--- src/rtl/asch_pkg.sv ---
package asch_pkg;
  localparam int CSR_W  = 3;
  localparam int BIT_DB = 0;
  localparam int BIT_ST = 1;
  localparam int BIT_IE = 2;

  typedef enum logic {
    HS_IDLE = 1'b0,
    HS_WAIT = 1'b1
  } hs_state_e;
endpackage

--- src/rtl/asch_snapshot.sv ---
module asch_snapshot #(
  parameter int ADDR_W  = 32,
  parameter int ENTRIES = 5
) (
  input  logic                      clk,
  input  logic                      rst_n,
  input  logic                      capture,
  input  logic [ENTRIES-1:0]        cap_valid,
  input  logic [ENTRIES*ADDR_W-1:0] cap_addr,
  input  logic                      ev_valid,
  input  logic [ADDR_W-1:0]         ev_addr,
  input  logic                      flush,
  output logic                      empty_nxt
);
  logic [ADDR_W-1:0]  addr_q [ENTRIES];
  logic [ADDR_W-1:0]  addr_n [ENTRIES];
  logic [ENTRIES-1:0] held_q, held_n;
  logic [ENTRIES-1:0] live_q, live_n;
  logic [ENTRIES-1:0] seen_q, seen_n;
  logic [ENTRIES-1:0] match;
  logic               member;
  logic               upd_en;

  for (genvar gi = 0; gi < ENTRIES; gi++) begin : g_match
    assign match[gi] = held_q[gi] && (addr_q[gi] == ev_addr);
  end

  assign member = |match;
  assign upd_en = capture | ev_valid | flush;

  always_comb begin
    held_n = held_q;
    live_n = live_q;
    seen_n = seen_q;
    for (int i = 0; i < ENTRIES; i++) begin
      addr_n[i] = addr_q[i];
    end
    if (capture) begin
      held_n = cap_valid;
      live_n = cap_valid;
      seen_n = '0;
      for (int i = 0; i < ENTRIES; i++) begin
        addr_n[i] = cap_addr[i*ADDR_W +: ADDR_W];
      end
    end else if (ev_valid) begin
      seen_n = seen_q | match;
      if (!member) begin
        live_n = live_q & ~seen_q;
      end
    end
    if (flush) begin
      live_n = '0;
    end
  end

  assign empty_nxt = ~|live_n;

  always_ff @(posedge clk or negedge rst_n) begin
    if (!rst_n) begin
      held_q <= '0;
      live_q <= '0;
      seen_q <= '0;
      for (int i = 0; i < ENTRIES; i++) begin
        addr_q[i] <= '0;
      end
    end else if (upd_en) begin
      held_q <= held_n;
      live_q <= live_n;
      seen_q <= seen_n;
      for (int i = 0; i < ENTRIES; i++) begin
        addr_q[i] <= addr_n[i];
      end
    end
  end
endmodule

--- src/rtl/asch_head_sweep.sv ---
module asch_head_sweep #(
  parameter int HEAD_LAPS = 2
) (
  input  logic clk,
  input  logic rst_n,
  input  logic restart,
  input  logic ev_valid,
  input  logic ev_head,
  output logic flush
);
  localparam int CW = $clog2(HEAD_LAPS + 1);
  localparam logic [CW-1:0] LAST = CW'(HEAD_LAPS - 1);

  logic [CW-1:0] cnt_q, cnt_n;
  logic          hit;
  logic          cnt_en;

  assign hit    = ev_valid && ev_head;
  assign flush  = hit && (cnt_q >= LAST);
  assign cnt_en = restart | hit;

  always_comb begin
    cnt_n = cnt_q;
    if (restart) begin
      cnt_n = '0;
    end else if (hit && (cnt_q != CW'(HEAD_LAPS))) begin
      cnt_n = cnt_q + 1'b1;
    end
  end

  always_ff @(posedge clk or negedge rst_n) begin
    if (!rst_n) begin
      cnt_q <= '0;
    end else if (cnt_en) begin
      cnt_q <= cnt_n;
    end
  end
endmodule

--- src/rtl/asch_csr_ctrl.sv ---
module asch_csr_ctrl
  import asch_pkg::*;
(
  input  logic             clk,
  input  logic             rst_n,
  input  logic             wr_en,
  input  logic [CSR_W-1:0] wr_data,
  input  logic             sched_en,
  input  logic             ev_valid,
  input  logic             snap_empty_nxt,
  output logic             capture,
  output logic             ev_gated,
  output logic             done,
  output logic             waiting,
  output logic [CSR_W-1:0] csr
);
  hs_state_e state_q, state_n;
  logic      db_q, db_n;
  logic      st_q, st_n;
  logic      ie_q, ie_n;
  logic      reg_en;

  assign waiting  = (state_q == HS_WAIT);
  assign capture  = !waiting && db_q && sched_en;
  assign ev_gated = waiting && sched_en && ev_valid;
  assign done     = db_q && (!sched_en || snap_empty_nxt);
  assign reg_en   = wr_en | done;

  always_comb begin
    state_n = state_q;
    if (done) begin
      state_n = HS_IDLE;
    end else if (capture) begin
      state_n = HS_WAIT;
    end
  end

  always_comb begin
    db_n = db_q;
    st_n = st_q;
    ie_n = ie_q;
    if (wr_en) begin
      db_n = db_q | wr_data[BIT_DB];
      st_n = st_q & ~wr_data[BIT_ST];
      ie_n = wr_data[BIT_IE];
    end
    if (done) begin
      db_n = 1'b0;
      st_n = 1'b1;
    end
  end

  always_ff @(posedge clk or negedge rst_n) begin
    if (!rst_n) begin
      state_q <= HS_IDLE;
    end else begin
      state_q <= state_n;
    end
  end

  always_ff @(posedge clk or negedge rst_n) begin
    if (!rst_n) begin
      db_q <= 1'b0;
      st_q <= 1'b0;
      ie_q <= 1'b0;
    end else if (reg_en) begin
      db_q <= db_n;
      st_q <= st_n;
      ie_q <= ie_n;
    end
  end

  always_comb begin
    csr         = '0;
    csr[BIT_DB] = db_q;
    csr[BIT_ST] = st_q;
    csr[BIT_IE] = ie_q;
  end
endmodule

--- src/rtl/asch_doorbell_top.sv ---
module asch_doorbell_top
  import asch_pkg::*;
#(
  parameter int ADDR_W    = 32,
  parameter int CACHE_N   = 4,
  parameter int HEAD_LAPS = 2
) (
  input  logic                      clk,
  input  logic                      rst_n,
  input  logic                      csr_wr_en,
  input  logic [CSR_W-1:0]          csr_wr_data,
  output logic [CSR_W-1:0]          csr_rd_data,
  input  logic                      sched_en,
  input  logic                      qh_fetch_valid,
  input  logic [ADDR_W-1:0]         qh_fetch_addr,
  input  logic                      qh_fetch_head,
  input  logic                      cur_qh_valid,
  input  logic [ADDR_W-1:0]         cur_qh_addr,
  input  logic [CACHE_N-1:0]        cache_qh_valid,
  input  logic [CACHE_N*ADDR_W-1:0] cache_qh_addr,
  output logic                      irq
);
  localparam int ENTRIES = CACHE_N + 1;

  logic [ENTRIES-1:0]        cap_valid;
  logic [ENTRIES*ADDR_W-1:0] cap_addr;
  logic                      capture_w;
  logic                      ev_w;
  logic                      done_w;
  logic                      waiting_w;
  logic                      flush_w;
  logic                      empty_nxt_w;

  assign cap_valid = {cur_qh_valid, cache_qh_valid};
  assign cap_addr  = {cur_qh_addr, cache_qh_addr};

  asch_csr_ctrl u_ctrl (
    .clk            (clk),
    .rst_n          (rst_n),
    .wr_en          (csr_wr_en),
    .wr_data        (csr_wr_data),
    .sched_en       (sched_en),
    .ev_valid       (qh_fetch_valid),
    .snap_empty_nxt (empty_nxt_w),
    .capture        (capture_w),
    .ev_gated       (ev_w),
    .done           (done_w),
    .waiting        (waiting_w),
    .csr            (csr_rd_data)
  );

  asch_snapshot #(
    .ADDR_W  (ADDR_W),
    .ENTRIES (ENTRIES)
  ) u_snap (
    .clk       (clk),
    .rst_n     (rst_n),
    .capture   (capture_w),
    .cap_valid (cap_valid),
    .cap_addr  (cap_addr),
    .ev_valid  (ev_w),
    .ev_addr   (qh_fetch_addr),
    .flush     (flush_w),
    .empty_nxt (empty_nxt_w)
  );

  asch_head_sweep #(
    .HEAD_LAPS (HEAD_LAPS)
  ) u_sweep (
    .clk      (clk),
    .rst_n    (rst_n),
    .restart  (capture_w),
    .ev_valid (ev_w),
    .ev_head  (qh_fetch_head),
    .flush    (flush_w)
  );

  assign irq = csr_rd_data[BIT_ST] & csr_rd_data[BIT_IE];
endmodule

--- config.mk ---
export PLATFORM = sky130hd
export DESIGN_NAME = asch_doorbell_top
export DESIGN_NICKNAME = d
export VERILOG_FILES = /design/src/rtl/asch_pkg.sv /design/src/rtl/asch_snapshot.sv /design/src/rtl/asch_head_sweep.sv /design/src/rtl/asch_csr_ctrl.sv /design/src/rtl/asch_doorbell_top.sv
export SDC_FILE = /design/constraint.sdc
export NUM_CORES = 1
export LEC_CHECK = 0
export CORE_MARGIN = 4
export CORE_UTILIZATION = 35
export CTS_CLUSTER_DIAMETER = 100
export DETAILED_ROUTE_END_ITERATION = 8
export GPL_TIMING_DRIVEN = 0
export HOLD_SLACK_MARGIN = 0.12
export PLACE_DENSITY_LB_ADDON = 0.15
export SLEW_MARGIN = 5
export SYNTH_ARGS = -nofsm -noshare
export SYNTH_HDL_FRONTEND = slang
export SYNTH_SLANG_ARGS = --single-unit
--- constraint.sdc ---
create_clock -name clk -period 2.9 [get_ports clk]
set_input_delay 0.435 -clock clk [delete_from_list [all_inputs] [get_ports clk]]
set_output_delay 0.435 -clock clk [all_outputs]
set_load 0.01 [all_outputs]
# --- Word-level counts from Yosys, hierarchy flattened ---
# Cells that the tools add are included.
totals:
  wordCells: 74
  regBits: 181
  in_bits: 206
  out_inout_bits: 4
op_classes:
  magnitude_cmp: 1
  n_reduce_logical: 28
  n_mux: 14
  n_eq_ne: 6
  bitwise: 11
  addsub: 1
ops:
  columns: ["op", "count"]
  rows:
  - ["32-bit equality test", 5]
  - ["5-bit two-way mux", 6]
  - ["1-bit logical AND", 13]
  - ["2-bit AND reduction", 5]
  - ["5-bit OR reduction", 2]
  - ["2-bit nonzero test", 4]
  - ["1-bit two-way mux", 6]
  - ["5-bit bitwise AND", 1]
  - ["5-bit inverter", 1]
  - ["1-bit OR", 5]
  - ["5-bit OR", 1]
  - ["2-bit two-way mux", 2]
  - ["1-bit zero test", 3]
  - ["2-bit by 1-bit adder with 2-bit output (second input constant)", 1]
  - ["1-bit bitwise AND", 2]
  - ["2-bit by 1-bit greater-or-equal comparator with 1-bit output (second input constant)", 1]
  - ["2-bit inequality test (second input constant)", 1]
  - ["1-bit logical OR", 1]
  - ["1-bit inverter", 1]

# --- Longest topological paths before layout ---
logic_depth:
  word_depth: 13
  ltp_mapped: 10
  ltp_nobuf: 9

# --- Modules after synthesis ---
# Synthesis repeated with hierarchy kept, for this count alone.
hier_totals:
  cells_unflattened: 696
  hier_area_um2: 8903.5
by_module_without_submodules:
  columns: ["mod", "cells_each", "area_per_inst_um2", "seq_area_each_um2", "n_inst"]
  rows:
  - ["asch_snapshot", 661, 8552.0, 4379.2, 1]
  - ["asch_csr_ctrl", 19, 197.7, 100.1, 1]
  - ["asch_head_sweep", 15, 147.6, 50.0, 1]
  - ["asch_doorbell_top", 1, 6.3, 0.0, 1]

# --- Worst setup path after synthesis ---
# No wires, ideal clock.
synth_path:
  path_type: "in2reg"
  start: "input qh_fetch_addr[17]"
  end: "register u_ctrl.st_q"
  path_buffers: 2
  setup_time_ns: 0.126
  path_slack_ns: 0.516
  t_arrival_ns: 2.258
  stages: 10
  t_required_ns: 2.774
  cell_sequence: "buf_2 -> xor2_1 -> nor4_1 -> nand4_1 -> or3_1 -> and4_4 -> buf_6 -> a31oi_4 -> nor4_2 -> a221o_1"
synth_between:
  elab_chain_len: 13
  word_cells_on_any_way: 23
  classes_between: "eq/ne (5); mux (5); bitwise (1); reduce/logical (12)"
synth_rtl:
  columns: ["element", "line", "rtl"]
  rows:
  - ["start: declaration", "asch_doorbell_top.sv:15", "input logic [ADDR_W-1:0] qh_fetch_addr,"]
  - ["32-bit equality test", "asch_snapshot.sv:25", "assign match[gi] = held_q[gi] && (addr_q[gi] == ev_addr);"]
  - ["1-bit logical AND", "asch_snapshot.sv:25", null]
  - ["5-bit OR reduction *", "asch_snapshot.sv:28", "assign member = |match;"]
  - ["5-bit two-way mux *", "asch_snapshot.sv:47", "if (!member) begin"]
  - ["5-bit two-way mux *", "asch_snapshot.sv:45", "end else if (ev_valid) begin"]
  - ["5-bit two-way mux *", "asch_snapshot.sv:38", "if (capture) begin"]
  - ["5-bit two-way mux *", "asch_snapshot.sv:51", "if (flush) begin"]
  - ["5-bit OR reduction *", "asch_snapshot.sv:56", "assign empty_nxt = ~|live_n;"]
  - ["1-bit zero test *", "asch_snapshot.sv:56", null]
  - ["1-bit logical OR *", "asch_csr_ctrl.sv:26", "assign done = db_q && (!sched_en || snap_empty_nxt);"]
  - ["1-bit logical AND *", "asch_csr_ctrl.sv:26", null]
  - ["2-bit nonzero test (no line) or 1-bit OR (tied branches)", null, null]
  - ["2-bit AND reduction (no line)", null, null]
  - ["end signal: assignment", "asch_csr_ctrl.sv:68", "st_q <= st_n;"]
  - ["end: declaration", "asch_csr_ctrl.sv:19", "logic st_q, st_n;"]
# Every way passes the cells marked *; elsewhere a longest branch is shown, timed or not.
# A chain may end at the register's enable or synchronous reset.

# --- Final worst setup path ---
layout_path:
  start: "input qh_fetch_addr[29]"
  end: "register u_ctrl.st_q"
# Same word-level chain as after synthesis.

==> out/metrics.csv <==
stage,metric,value,unit
run_status,status,finished clean,
worst_setup_path,critical setup path kind,input pin to flip-flop,
worst_setup_path,Top delay family on crit path,simple AND/OR/NAND/NOR gates,
layout,layout cells sized above 1,5.347,%
layout,final cell count without fillers,1583,
timing,max-slew violations,0,
power_and_ir_drop,Peak VDD IR,0.3319,mV
die,Die ar.,0.02818,mm2
timing,RSZ-0062 raised after global routing,no,
global_route,GRT Overall Usage,21.59,%
layout,most frequent cells in the layout,"505 x nand2_1, 181 x dfrtp_1, 176 x clkdlybuf4s50_1",
synthesis,number of library cell types mapped by synthesis,37,
layout,Final Net Count,1448,
worst_setup_path,r2r startpoint,u_ctrl.db_q$_DFFE_PN0P_,
clock_tree,CTS Root Cell,clkbuf_16,
worst_setup_path,"Arr. time, crit path",3.10,ns
layout,fill count,2504,
global_route,largest net degree at the start of global routing,106,
routing,DR pass1 iterations,7,
synthesis,Post-Syn Instances,1042,
die,Initial Util,35.53,%
timing,Slew HR,45.22,%
routing,Routed WL,30.69,mm
worst_setup_path,crit end category,flip-flop,
timing,Final min period,2.791,ns
layout,multi-input logic area,0.004029,mm2
synthesis,syn avg cell area,8.585,um2
synthesis,sequential cell area fraction in the yosys report,50.63,%
clock_tree,number of H-tree levels,4,
clock_tree,CTS Buf Count,17,
routing,DR iter-0 viols,472,
routing,DR WL/cell,19.39,um
hold_path,worst hold path class,flip-flop to flip-flop,
die,Top Ports,210,
synthesis,Post-Syn Nets,1250,
hold_path,WHS Endpoint,u_snap.held_q[3]$_DFFE_PN0P_,
global_route,grt met3 use,3.592,%
power_and_ir_drop,power after layout,10.15,mW
worst_setup_path,CP max FO,5,
worst_setup_path,r2r setup slk,0.25,ns
layout,Syn-to-layout area delta,31.34,%
die,row count,58,
timing,Worst-Margin Slew,0.8217,ns
placement,Post-DP HPWL,22.64,mm
die,die width,167.9,um
timing,Final setup viols,0,
clock_tree,CTS Sinks,181,
job,max-cap violations,0,
routing,routed vias,7453,
clock_tree,Clock Latency Late Sink,0.43,ns
worst_setup_path,Worst Path Required,3.21,ns
routing,Final ANT Viol Nets,0,
routing,Via density,4.708,
clock_tree,setup bufs post-CTS,0,
timing,clk_skew,0.01278,ns
die,Core Region,0.02518,mm2
timing,Final period util,96.25,%
routing,# DRC,0,
timing,setup TNS,0,ns
worst_setup_path,terminus of the critical flop-to-flop path,u_snap.addr_q[130]$_DFFE_PN0P_,
global_route,vias in the first global route,7555,
worst_setup_path,CP max stage delay,0.54,ns
worst_setup_path,Worst setup SP type,input pin,
placement,GP Congestion,0.8252,
synthesis,area of the mapped netlist,0.008946,mm2
timing,worst hold slack,0.4872,ns
global_route,total grt overflow,0,
layout,Diodes inserted,0,
synthesis,Yosys reg bits,181,
global_route,global-route wire length before repair,45.27,mm
global_route,"Most Used Layer, Global Route",met2,
global_route,initial antenna violation count,0,
clock_tree,clk slew on worst S/H paths,0.07,ns
placement,I/O Buffers,177,
timing,Max Clk Rate,358.3,MHz
clock_tree,CTS tree,built,
synthesis,Synth Warn #,0,
global_route,GR Util met2,34.35,%
power_and_ir_drop,power per cell area,863.6,mW/mm2
global_route,GR Layer Usage met1,31.32,%
timing,Final Hold Viols,0,
power_and_ir_drop,Leak Pwr,5.611,nW
hold_path,Cells on Worst Hold Path,2,
hold_path,Worst Hold Launch,u_snap.held_q[3]$_DFFE_PN0P_,
worst_setup_path,crit path cell chain,clkbuf_1 > xor2_1 > nor4_1 > nand4_1 > nor3_2 > nor2_1 > a31oi_4 > nor4_2 > a221o_1,
layout,FF/Latch Area,0.004529,mm2
placement,dpl cells,1550,
die,die span in y,167.9,um
layout,final core occ,46.66,%
worst_setup_path,CP bufs+invs,1,
clock_tree,Max Buffers Root-to-Sink,2,
worst_setup_path,critical path's slowest cell,clkbuf_1,
layout,"commonest non-fill, non-tap cell in the layout",nand2_1,
worst_setup_path,reg2reg path depth,7,
==> cell type report <==
class | count | share of cell area (%)
Timing Repair Buffer | 179 | 15.44
Clock inverter | 13 | 1.182
Multi-Input combinational cell | 784 | 34.29
Buffer | 74 | 3.248
Tap cell | 330 | 3.514
Sequential cell | 181 | 38.55
Inverter | 3 | 0.09584
Clock buffer | 19 | 3.684
==> timing repair <==
item | 4_1_cts | 5_1_grt
endpoints found under the setup margin | 1 | 0
hold buffers | 1 | 0
resized for setup | 1 | 0
hold endpoints to repair | 76 | 0
==> Yosys cell counts, drive strengths merged <==
library cell | n | share of area (%)
a21boi | 1 | 0.084
and3 | 3 | 0.21
nand2 | 505 | 21
and4 | 1 | 0.13
nand2b | 1 | 0.070
nand3b | 2 | 0.17
inv | 3 | 0.13
nor2b | 2 | 0.14
a21o | 1 | 0.084
nand4 | 15 | 1.0
xnor2 | 60 | 5.9
mux2 | 1 | 0.13
o21ai | 2 | 0.11
o211ai | 2 | 0.17
or2 | 1 | 0.070
nand3 | 14 | 0.78
xor2 | 101 | 9.9
or3 | 2 | 0.14
ha | 2 | 0.28
a32o | 1 | 0.11
nor2 | 19 | 0.80
clkbuf | 45 | 1.9
o21a | 1 | 0.084
a221o | 1 | 0.11
a21oi | 10 | 0.64
a31oi | 1 | 0.24
nor4 | 26 | 1.9
nor3 | 7 | 0.39
buf | 29 | 2.4
nor3b | 1 | 0.084
and2 | 1 | 0.070
dfrtp | 181 | 51
==> stage by stage <==
step | instance area, um2 | setup slack [ns]
after floorplan | 8946 | 0.5163
after global placement | 11130 | -6.620
after detailed placement | 11160 | -0.5098
after CTS | 11750 | 0.1578
after global routing | 11750 | 0.01282
final | 11750 | 0.1087
==> registers in the layout, summed over array words and instances (netlist names) <==
register	flops
u_snap.addr_q	160
u_snap.live_q	5
u_snap.held_q	5
u_ctrl.db_q	1
u_sweep.cnt_q	2
u_ctrl.waiting	1
u_ctrl.ie_q	1
u_ctrl.st_q	1
u_snap.seen_q	5
==> how the worst max path moves through the flow <==
| stage | startpoint | end | slack (ns) | cells after the start |
|---|---|---|---|---|
| global route | sched_en | u_snap.addr_q[130]$_DFFE_PN0P_ | 0.01 | 8 |
| CTS | sched_en | u_snap.addr_q[130]$_DFFE_PN0P_ | 0.16 | 8 |
| detailed placement | qh_fetch_addr[29] | u_ctrl.st_q$_DFFE_PN0P_ | -0.51 | 9 |
| global placement | rst_n | u_snap.addr_q[112]$_DFFE_PN0P_ | -6.62 | 1 |
| finish | qh_fetch_addr[29] | u_ctrl.st_q$_DFFE_PN0P_ | 0.11 | 9 |
| floorplan | qh_fetch_addr[17] | u_ctrl.st_q$_DFFE_PN0P_ | 0.52 | 10 |
==> per-layer routing <==
layer | share of wire [%] | wire length (um) | vias to the layer above
li1 | - | - | 3629
met1 | 46 | 14080 | 3562
met2 | 47 | 14350 | 239
met3 | 6.2 | 1909 | 23
met4 | 1.2 | 353 | 0
met5 | 0 | 0 | -
==> cell families (layout without fill, tap and decap cells) <==
| kind of cell | count (synthesis) | in the layout | synth area share, % |
|---|---|---|---|
| AOI/OAI and AO/OA | 20 | 20 | 1.636 |
| adders and majority gates | 2 | 2 | 0.2797 |
| muxes | 1 | 1 | 0.1259 |
| DFF | 181 | 181 | 50.63 |
| and+or+nand+nor | 600 | 600 | 27.17 |
| buffers and inverters | 77 | 288 | 4.392 |
| xor gates and xnor gates | 161 | 161 | 15.76 |
==> where the power goes <==
| group | internal, mW | switching (mW) | total, mW |
|---|---|---|---|
| registers | 3.76 | 0.897 | 4.66 |
| logic | 1.52 | 1.66 | 3.18 |
| clock network | 1.22 | 1.09 | 2.31 |
==> worst reg2reg max path: cells and delay by family (launching register included) <==
kind,cells,cell delay (ns)
buffers and inverters,3,1.62
DFF,1,0.43
and+or+nand+nor,4,0.54
No activity file was read; power rests on OpenSTA's default activity.
